==> src/rtl/nib_bch_pkg.sv <==
package nib_bch_pkg;

    typedef enum logic [1:0] {
        PH_IDLE = 2'd0,
        PH_DATA = 2'd1,
        PH_INCL = 2'd2,
        PH_SKIP = 2'd3
    } phase_e;

endpackage

==> src/rtl/nib_bch_seq.sv <==
module nib_bch_seq
    import nib_bch_pkg::*;
#(
    parameter int LEN_W = 12,
    parameter int SZ_W  = 8
) (
    input  logic             clk,
    input  logic             rst_n,
    input  logic             start,
    input  logic [LEN_W-1:0] dlen,
    input  logic [SZ_W-1:0]  s0,
    input  logic [SZ_W-1:0]  s1,
    input  logic             valid,
    output logic             absorb,
    output logic             busy,
    output logic             done
);

    localparam int PAD = LEN_W - SZ_W;

    typedef struct packed {
        phase_e           ph;
        logic [LEN_W-1:0] cnt;
        logic [LEN_W-1:0] l_data;
        logic [LEN_W-1:0] l_inc;
        logic [LEN_W-1:0] l_skip;
        logic             done;
    } seq_t;

    seq_t st_d, st_q;
    logic [LEN_W-1:0] cur_len;
    phase_e           nxt_ph;

    // First non-empty segment after the one that just ended.
    function automatic phase_e pick(input phase_e after, input logic [LEN_W-1:0] ld,
                                    input logic [LEN_W-1:0] li, input logic [LEN_W-1:0] ls);
        phase_e p;
        p = PH_IDLE;
        if (after == PH_IDLE && ld != '0)                      p = PH_DATA;
        else if ((after == PH_IDLE || after == PH_DATA) && li != '0) p = PH_INCL;
        else if (after != PH_SKIP && ls != '0)                 p = PH_SKIP;
        return p;
    endfunction

    always_comb begin
        st_d    = st_q;
        st_d.done = 1'b0;
        cur_len = '0;
        nxt_ph  = PH_IDLE;
        unique case (st_q.ph)
            PH_DATA: cur_len = st_q.l_data;
            PH_INCL: cur_len = st_q.l_inc;
            PH_SKIP: cur_len = st_q.l_skip;
            default: cur_len = '0;
        endcase
        if (start) begin
            st_d.l_data = dlen;
            st_d.l_inc  = {{PAD{1'b0}}, s0};
            st_d.l_skip = {{PAD{1'b0}}, s1};
            st_d.cnt    = '0;
            st_d.ph     = pick(PH_IDLE, dlen, {{PAD{1'b0}}, s0}, {{PAD{1'b0}}, s1});
            st_d.done   = (st_d.ph == PH_IDLE);
        end else if (valid && st_q.ph != PH_IDLE) begin
            if (st_q.cnt == cur_len - 1'b1) begin
                nxt_ph    = pick(st_q.ph, st_q.l_data, st_q.l_inc, st_q.l_skip);
                st_d.ph   = nxt_ph;
                st_d.cnt  = '0;
                st_d.done = (nxt_ph == PH_IDLE);
            end else begin
                st_d.cnt = st_q.cnt + 1'b1;
            end
        end
    end

    always_ff @(posedge clk or negedge rst_n) begin
        if (!rst_n) begin
            st_q <= '{ph: PH_IDLE, cnt: '0, l_data: '0, l_inc: '0, l_skip: '0, done: 1'b0};
        end else begin
            st_q <= st_d;
        end
    end

    assign absorb = !start && valid && (st_q.ph == PH_DATA || st_q.ph == PH_INCL);
    assign busy   = (st_q.ph != PH_IDLE);
    assign done   = st_q.done;

    AST_SKIP_WITHIN: assert property (@(posedge clk) disable iff (!rst_n)
        (st_q.ph == PH_SKIP) |-> (st_q.cnt < st_q.l_skip));

    AST_DONE_ONE_CYCLE: assert property (@(posedge clk) disable iff (!rst_n)
        (st_q.done && !start) |=> !st_q.done);

endmodule

==> src/rtl/nib_bch_div.sv <==
module nib_bch_div #(
    parameter int                DEG_LO  = 104,
    parameter int                DEG_HI  = 208,
    parameter logic [DEG_LO-1:0] POLY_LO = {8'hB5, 88'h0, 8'h8D},
    parameter logic [DEG_HI-1:0] POLY_HI = {8'hC3, 192'h0, 8'h1D},
    parameter int                NIB_W   = 4
) (
    input  logic              clk,
    input  logic              rst_n,
    input  logic              clear,
    input  logic              strength,
    input  logic              absorb,
    input  logic [NIB_W-1:0]  nib,
    output logic [DEG_HI-1:0] rem,
    output logic              hi_mode
);

    localparam int GAP = DEG_HI - DEG_LO;
    localparam logic [DEG_HI-1:0] MASK_LO = {{GAP{1'b0}}, {DEG_LO{1'b1}}};
    localparam logic [DEG_HI-1:0] G_LO    = {{GAP{1'b0}}, POLY_LO};

    typedef struct packed {
        logic [DEG_HI-1:0] rem;
        logic              hi;
    } div_t;

    div_t st_d, st_q;
    logic [DEG_HI-1:0] acc;
    logic              fb;

    always_comb begin
        st_d = st_q;
        acc  = st_q.rem;
        fb   = 1'b0;
        if (clear) begin
            st_d.rem = '0;
            st_d.hi  = strength;
        end else if (absorb) begin
            for (int i = NIB_W - 1; i >= 0; i--) begin
                fb  = nib[i] ^ (st_q.hi ? acc[DEG_HI-1] : acc[DEG_LO-1]);
                acc = acc << 1;
                if (!st_q.hi) acc = acc & MASK_LO;
                if (fb) acc = acc ^ (st_q.hi ? POLY_HI : G_LO);
            end
            st_d.rem = acc;
        end
    end

    always_ff @(posedge clk or negedge rst_n) begin
        if (!rst_n) begin
            st_q <= '{rem: '0, hi: 1'b0};
        end else begin
            st_q <= st_d;
        end
    end

    assign rem     = st_q.rem;
    assign hi_mode = st_q.hi;

    AST_START_CLEARS: assert property (@(posedge clk) disable iff (!rst_n)
        clear |=> (st_q.rem == '0));

    AST_SHORT_UPPER_ZERO: assert property (@(posedge clk) disable iff (!rst_n)
        !st_q.hi |-> (st_q.rem[DEG_HI-1:DEG_LO] == '0));

endmodule

==> src/rtl/nib_bch_rem.sv <==
module nib_bch_rem #(
    parameter int                LEN_W   = 12,
    parameter int                SZ_W    = 8,
    parameter int                DEG_LO  = 104,
    parameter int                DEG_HI  = 208,
    parameter logic [DEG_LO-1:0] POLY_LO = {8'hB5, 88'h0, 8'h8D},
    parameter logic [DEG_HI-1:0] POLY_HI = {8'hC3, 192'h0, 8'h1D}
) (
    input  logic              clk,
    input  logic              rst_n,
    input  logic              start_sector,
    input  logic              strength,
    input  logic [LEN_W-1:0]  data_len,
    input  logic [SZ_W-1:0]   size0,
    input  logic [SZ_W-1:0]   size1,
    input  logic              nib_valid,
    input  logic [3:0]        nib_in,
    output logic              done,
    output logic [DEG_HI-1:0] remainder,
    output logic              is_zero
);

    logic absorb;
    logic busy;
    logic hi_mode;

    nib_bch_seq #(
        .LEN_W(LEN_W),
        .SZ_W (SZ_W)
    ) u_seq (
        .clk   (clk),
        .rst_n (rst_n),
        .start (start_sector),
        .dlen  (data_len),
        .s0    (size0),
        .s1    (size1),
        .valid (nib_valid),
        .absorb(absorb),
        .busy  (busy),
        .done  (done)
    );

    nib_bch_div #(
        .DEG_LO (DEG_LO),
        .DEG_HI (DEG_HI),
        .POLY_LO(POLY_LO),
        .POLY_HI(POLY_HI),
        .NIB_W  (4)
    ) u_div (
        .clk     (clk),
        .rst_n   (rst_n),
        .clear   (start_sector),
        .strength(strength),
        .absorb  (absorb),
        .nib     (nib_in),
        .rem     (remainder),
        .hi_mode (hi_mode)
    );

    assign is_zero = (remainder == '0);

    AST_IDLE_HOLDS: assert property (@(posedge clk) disable iff (!rst_n)
        (!start_sector && !busy) |=> $stable(remainder));

    AST_NO_VALID_HOLDS: assert property (@(posedge clk) disable iff (!rst_n)
        (!start_sector && !nib_valid) |=> $stable(remainder));

    AST_DONE_ENDS_BUSY: assert property (@(posedge clk) disable iff (!rst_n)
        done |-> !busy);

endmodule

==> config.mk <==
export PLATFORM = sky130hd
export DESIGN_NAME = nib_bch_rem
export DESIGN_NICKNAME = d
export VERILOG_FILES = /design/src/rtl/nib_bch_pkg.sv /design/src/rtl/nib_bch_seq.sv /design/src/rtl/nib_bch_div.sv /design/src/rtl/nib_bch_rem.sv
export SDC_FILE = /design/constraint.sdc
export NUM_CORES = 1
export LEC_CHECK = 0
export BUFFER_PORTS_ARGS = -buffer_cell sky130_fd_sc_hd__buf_2
export CORE_AREA = 5 5 188 190
export DETAILED_ROUTE_END_ITERATION = 7
export DIE_AREA = 0 0 193 195
export HOLD_SLACK_MARGIN = 0.06
export REMOVE_ABC_BUFFERS = 1
export SYNTH_ARGS = -nofsm -noshare
export SYNTH_HDL_FRONTEND = slang
export SYNTH_SLANG_ARGS = --single-unit
==> constraint.sdc <==
create_clock -name clk -period 6.45 [get_ports clk]
set_clock_uncertainty 0.05 [all_clocks]
set_input_delay 0.645 -clock clk [delete_from_list [all_inputs] [get_ports clk]]
set_output_delay 0.645 -clock clk [all_outputs]
set_load 0.02 [all_outputs]
---- Yosys cells after proc, flatten, opt, wreduce, memory -nomap -nowiden ----
Index checks and enable logic that the tools add are counted.
word-level totals
  bits in registers ....................... 252
  input port bits ......................... 37
  output and inout bits ................... 210
  logic and storage cells ................. 94
cells by class
  add/sub/neg operators ................... 2
  equal/unequal tests ..................... 5
  mux-type cells .......................... 47
  bitwise logic cells ..................... 8
  reductions and logical operators ........ 24
operators by type and width
  cell                     count
  $mux W208                25
  $xor A208 B208 Y208      4
  $logic_not A208 Y1       1
  $reduce_bool A12 Y1      4
  $pmux W12 S3             1
  $mux W14                 2
  $mux W2                  11
  $reduce_bool A8 Y1       2
  $add A12 B1 Y12 const B  1
  $eq A12 B12 Y1           1
  $mux W12                 1
  $sub A12 B1 Y12 const B  1
  $reduce_bool A2 Y1       4
  $mux W1                  7
  $logic_and A1 B1 Y1      6
  $logic_not A2 Y1         3
  $eq A2 B2 Y1 const B     2
  $xor A1 B1 Y1            4
  $eq A2 B1 Y1 const B     1
  $logic_or A1 B1 Y1       2
  $ne A2 B2 Y1 const B     1
  $reduce_and A2 Y1        1
  $logic_not A1 Y1         1

---- Depth between registers and ports, before layout ----
  depth in word-level cells ............... 30
  gate-level depth with buffers ........... 17
  gate-level depth less buffers ........... 14

---- By module ----
Synthesis repeated with hierarchy kept, for this count alone.
second synthesis, totals
  cells, all modules ...................... 1052
  area total of the unflattened synthesis .. 12012.8 µm²
modules (own cells, without submodules)
  module       instances  cells each  area an instance (µm²)  sequential area each (µm²)
  nib_bch_div  1          694         8793.4                  5230.0
  nib_bch_seq  1          288         2776.4                  1076.0
  nib_bch_rem  1          70          442.9                   0.0

---- Least setup slack after synthesis ----
OpenSTA, ideal clock, no wires.
  kind .................................... register -> register
  start point ............................. register u_seq.st_q[50] (netlist name)
  end point ............................... register u_seq.st_q[49] (netlist name)
  library setup time ...................... 125 ps
  arrival ................................. 3334 ps
  required time ........................... 6275 ps
  setup slack ............................. 2941 ps
  cell stages (with the launch flop) ...... 17
  path buffers ............................ 2
  period minus slack after synthesis ...... 3509 ps
  cell sequence ........................... dfrtp_1 -> inv_1 -> ha_1 -> buf_6 -> a222oi_1 -> or2_2 -> ha_1 -> xor2_1 -> and2b_2 -> a22o_2 -> a21oi_1 -> nor2_1 -> nand4_1 -> nor4_2 -> buf_6 -> a21oi_4 -> mux2_4
between the ends
  word-level cells in the longest chain between the ends .. 11
  elaborated cells between the ends (all ways) .. 26
  classes of those cells .................. add/sub: 1; eq/ne: 5; mux: 10; reduce/logical: 10
RTL lines
  item                                                                      RTL line           text
  start, declared                                                           nib_bch_seq.sv:30  seq_t st_d, st_q;
  start signal, assigned                                                    nib_bch_seq.sv:77  st_q <= '{ph: PH_IDLE, cnt: '0, l_data: '0, l_inc: '0, l_skip: '0, done: 1'b0};
  start signal, assigned                                                    nib_bch_seq.sv:79  st_q <= st_d;
  parallel branches: the longest is 11 deep, another holds $sub A12 B1 Y12  -
Parallel ways; which one is timed is not known. The select of a mux whose other input is x is not followed.
A chain may end at the register's enable or synchronous reset.

---- Final worst setup path ----
  start point ............................. register u_seq.st_q[50] (netlist name)
  end point ............................... register u_seq.st_q[50] (netlist name)
The elaborated chain is that of the path after synthesis.

==> impl_results.md <==
- Status: finished clean
- Setup crit start: u_seq.st_q[50]
- RSZ-0062 raised after global routing: false
- Power per standard cell area: 360 mW/mm2
- Crit path DAT: 5260 ps
- Post-synth EDFFs: 0
- R2R Path Start: u_seq.st_q[50]
- GPL Wtd Cong: 0.872
- GRT Overall Usage: 18.2%
- Least-Margin Pin Slew: 1240 ps
- Core area: 0.0333 mm2
- Warnings from Yosys: 0
- Min cycle time layout: 4860 ps
- Fin area: 0.0140 mm2
- Proportion of layout cells with a drive suffix above 1: 29.8%
- FF+latch count, synth: 252
- CP dominant cell by count: ha_1
- Initial antenna violation count: 2
- Antenna Nets Post-Route: 0
- FF-to-FF End: u_seq.st_q[50]
- Top_reg_cell synth: dfrtp_1
- R2R Setup Slk: 1590 ps
- Mapped Avg Cell Area: 12.0 um2
- Hold_buf cts: 0
- Initial DRC count: 755
- Total Routed Length: 34.9 mm
- # IOs: 247
- Wire per inst: 21.3 um
- Fmax: 0.206 GHz
- Nets@finish: 1216
- Number of max-cap violations: 0
- Post-Route Utilization: 42.1%
- Worst skew pair latency: 570 ps
- Critical path's slowest cell: a222oi_1
- CTS resizes: 0
- Slew Viols, Final: 0
- Vias: 9118
- Die area: 0.0376 mm2
- Total congestion overflow: 0
- Leakage: 6.99 nW
- Most frequent cells in the layout: 252 x dfrtp_1, 245 x buf_2, 192 x a22o_1
- Num CTS Buffers: 29
- Hold_ws: 83.9 ps
- Final setup vio count: 0
- FF/Latch Area: 0.00631 mm2
- Clock tree buffer depth: 3
- Distinct cells, synth: 66
- Worst R2R Path Depth: 14
- HPWL Detailed: 23.7 mm
- DRT Pass-1 Iters: 5
- Port bufs: 246
- Row cnt: 67
- Multi-input gate area in the final layout: 0.00483 mm2
- Largest stage delay, worst path: 1040 ps
- Setup crit end kind: register
- Vias/cell: 5.56
- Fraction of the cycle the final worst path needs: 75.4%
- Fillcell total: 3228
- Area share of the largest cell type after synthesis: 54.8%
- Top cell type by total area after synthesis: dfrtp_1
- Worst Path Required: 6850 ps
- Chip Height: 195 um
- Largest net degree at the start of global routing: 209
- Slew headroom: 17.0%
- Initial core utilization: 34.6%
- Width of the die: 193 um
- DRC errors left: 0
- Sequential share of the synthesized area: 54.8%
- Max FO, Critical Path: 23
- Crit path cell chain: inv_1 > ha_1 > a222oi_1 > or2_2 > ha_1 > xor2_1 > and2b_2 > a22o_2 > a21oi_1 > nor2_1 > nand4_1 > nor4_2 > a21oi_4 > mux2_4
- Dpl cell area: 0.0130 mm2
- Power Total: 5.05 mW
- Vias in the first global route: 9184
- Critical Path Sink: u_seq.st_q[50]
- Final hold vios: 0
- Cells after Synth: 961
- CTS clk-pin slew, worst paths: 60 ps
- Htree depth: 1
- Startpoint Class: register
- Root buffer cell: clkbuf_16
- Mapped Area: 0.0115 mm2
- Maximum vdd drop: 0.221 mV
- CTS tree: done
- Area grow syn2layout: 21.9%
- Setup Buffers After CTS: 0
- Worst min path class: input port to asynchronous set/reset pin
- Worst Setup Path Type: register to register
- Async set or reset register ratio after synthesis: 100%
- First-pass GRT wire length: 55.7 mm
- Area contributors post-synth: dfrtp_1 55%, a22o_1 15%, nor4_1 3.5%, mux2_2 2.8%, clkbuf_1 2.0%
- Clk sinks: 252
- Commonest non-fill, non-tap cell in the layout: dfrtp_1
==> synthesized netlist by cell type, types with 3 or more instances <==
| master | number |
|---|---|
| dfrtp_1 | 252 |
| a22o_1 | 192 |
| nor4_1 | 64 |
| clkbuf_1 | 61 |
| nand2_1 | 50 |
| o21ai_0 | 32 |
| mux2_2 | 29 |
| xor2_1 | 25 |
| nor2_1 | 23 |
| a21oi_1 | 19 |
| nand3_1 | 19 |
| xnor2_1 | 18 |
| nand4_1 | 16 |
| or4_1 | 15 |
| ha_1 | 9 |
| nand2b_1 | 9 |
| nor3_1 | 9 |
| o211ai_1 | 9 |
| a222oi_1 | 8 |
| inv_1 | 8 |
| buf_6 | 6 |
| nand3b_1 | 6 |
| nor4b_1 | 6 |
| a31oi_1 | 4 |
| mux2i_1 | 4 |
| or2_2 | 4 |
| a21oi_2 | 3 |
| clkbuf_8 | 3 |
| nor2b_1 | 3 |
| or3_1 | 3 |
| xnor2_2 | 3 |
| xnor3_1 | 3 |
==> per-layer routing <==
metal	GRT usage (%)	up-vias	routed length, um
met2	28.3	266	16200
met1	25.9	4659	15600
met4	3.30	2	615
met5	0	-	7
met3	5.20	39	2500
li1	-	4152	-
==> sequential cells by signal, summed over array words and instances, names as in the netlist <==
name and cells:
u_seq.done 1, u_seq.st_q 42, u_div.hi_mode 1, u_div.rem 208
==> layout make-up <==
cell class | count | area share, %
clock inverter | 10 | 0.910
inverter | 8 | 0.214
clock buffer | 41 | 6.07
antenna | 1 | 0.0178
multi-input combinational | 627 | 34.5
tap | 448 | 4.00
sequential | 252 | 45.0
timing repair buffer | 252 | 9.35
==> worst min path at each step <==
stage                        start              to  slack [ps]  cells after the start
finish                       rst_n  u_div.rem[182]          80                      1
global route                 rst_n  u_div.rem[179]         180                      1
CTS                          rst_n  u_div.rem[182]         150                      1
detailed placement  u_div.rem[108]  u_div.rem[112]         480                      1
global placement    u_div.rem[139]  u_div.rem[143]         480                      1
floorplan                    rst_n   u_div.hi_mode         300                      0
==> power by group <==
part           internal [mW]  total [mW]  switching, mW
combinational          0.564        1.58           1.02
clock                  0.999        1.68          0.681
sequential              1.66        1.79          0.129
==> cell families (layout without fill, tap and decap cells) <==
group                      Yosys count  count (layout)  synth area share [%]
muxes                               36              36                  3.64
and+or+nand+nor                    243             243                  12.0
DFF                                252             252                  54.8
adders and majority gates            9               9                 0.979
AOI/OAI and AO/OA                  288             288                  20.4
xor gates and xnor gates            51              51                  4.73
buffers and inverters               82             311                  3.41
other                                0               1                     0
==> worst max-delay path, delay by kind of cell, from the launching register on <==
family,cells,cell delay [ps]
DFF,1,400
muxes,1,340
and+or+nand+nor,5,1610
adders and majority gates,2,670
AOI/OAI and AO/OA,4,1350
xor gates and xnor gates,1,250
buffers and inverters,1,80
==> per-stage QoR <==
step | setup TNS (ps) | instances | setup WS (ps)
after global placement | 0 | 1587 | 1870
after CTS | 0 | 1638 | 1540
final | 0 | 1639 | 1590
after global routing | 0 | 1639 | 1100
after floorplan | -520580 | 887 | -2600
after detailed placement | 0 | 1587 | 1590
Power figures use the tool's default switching activity.
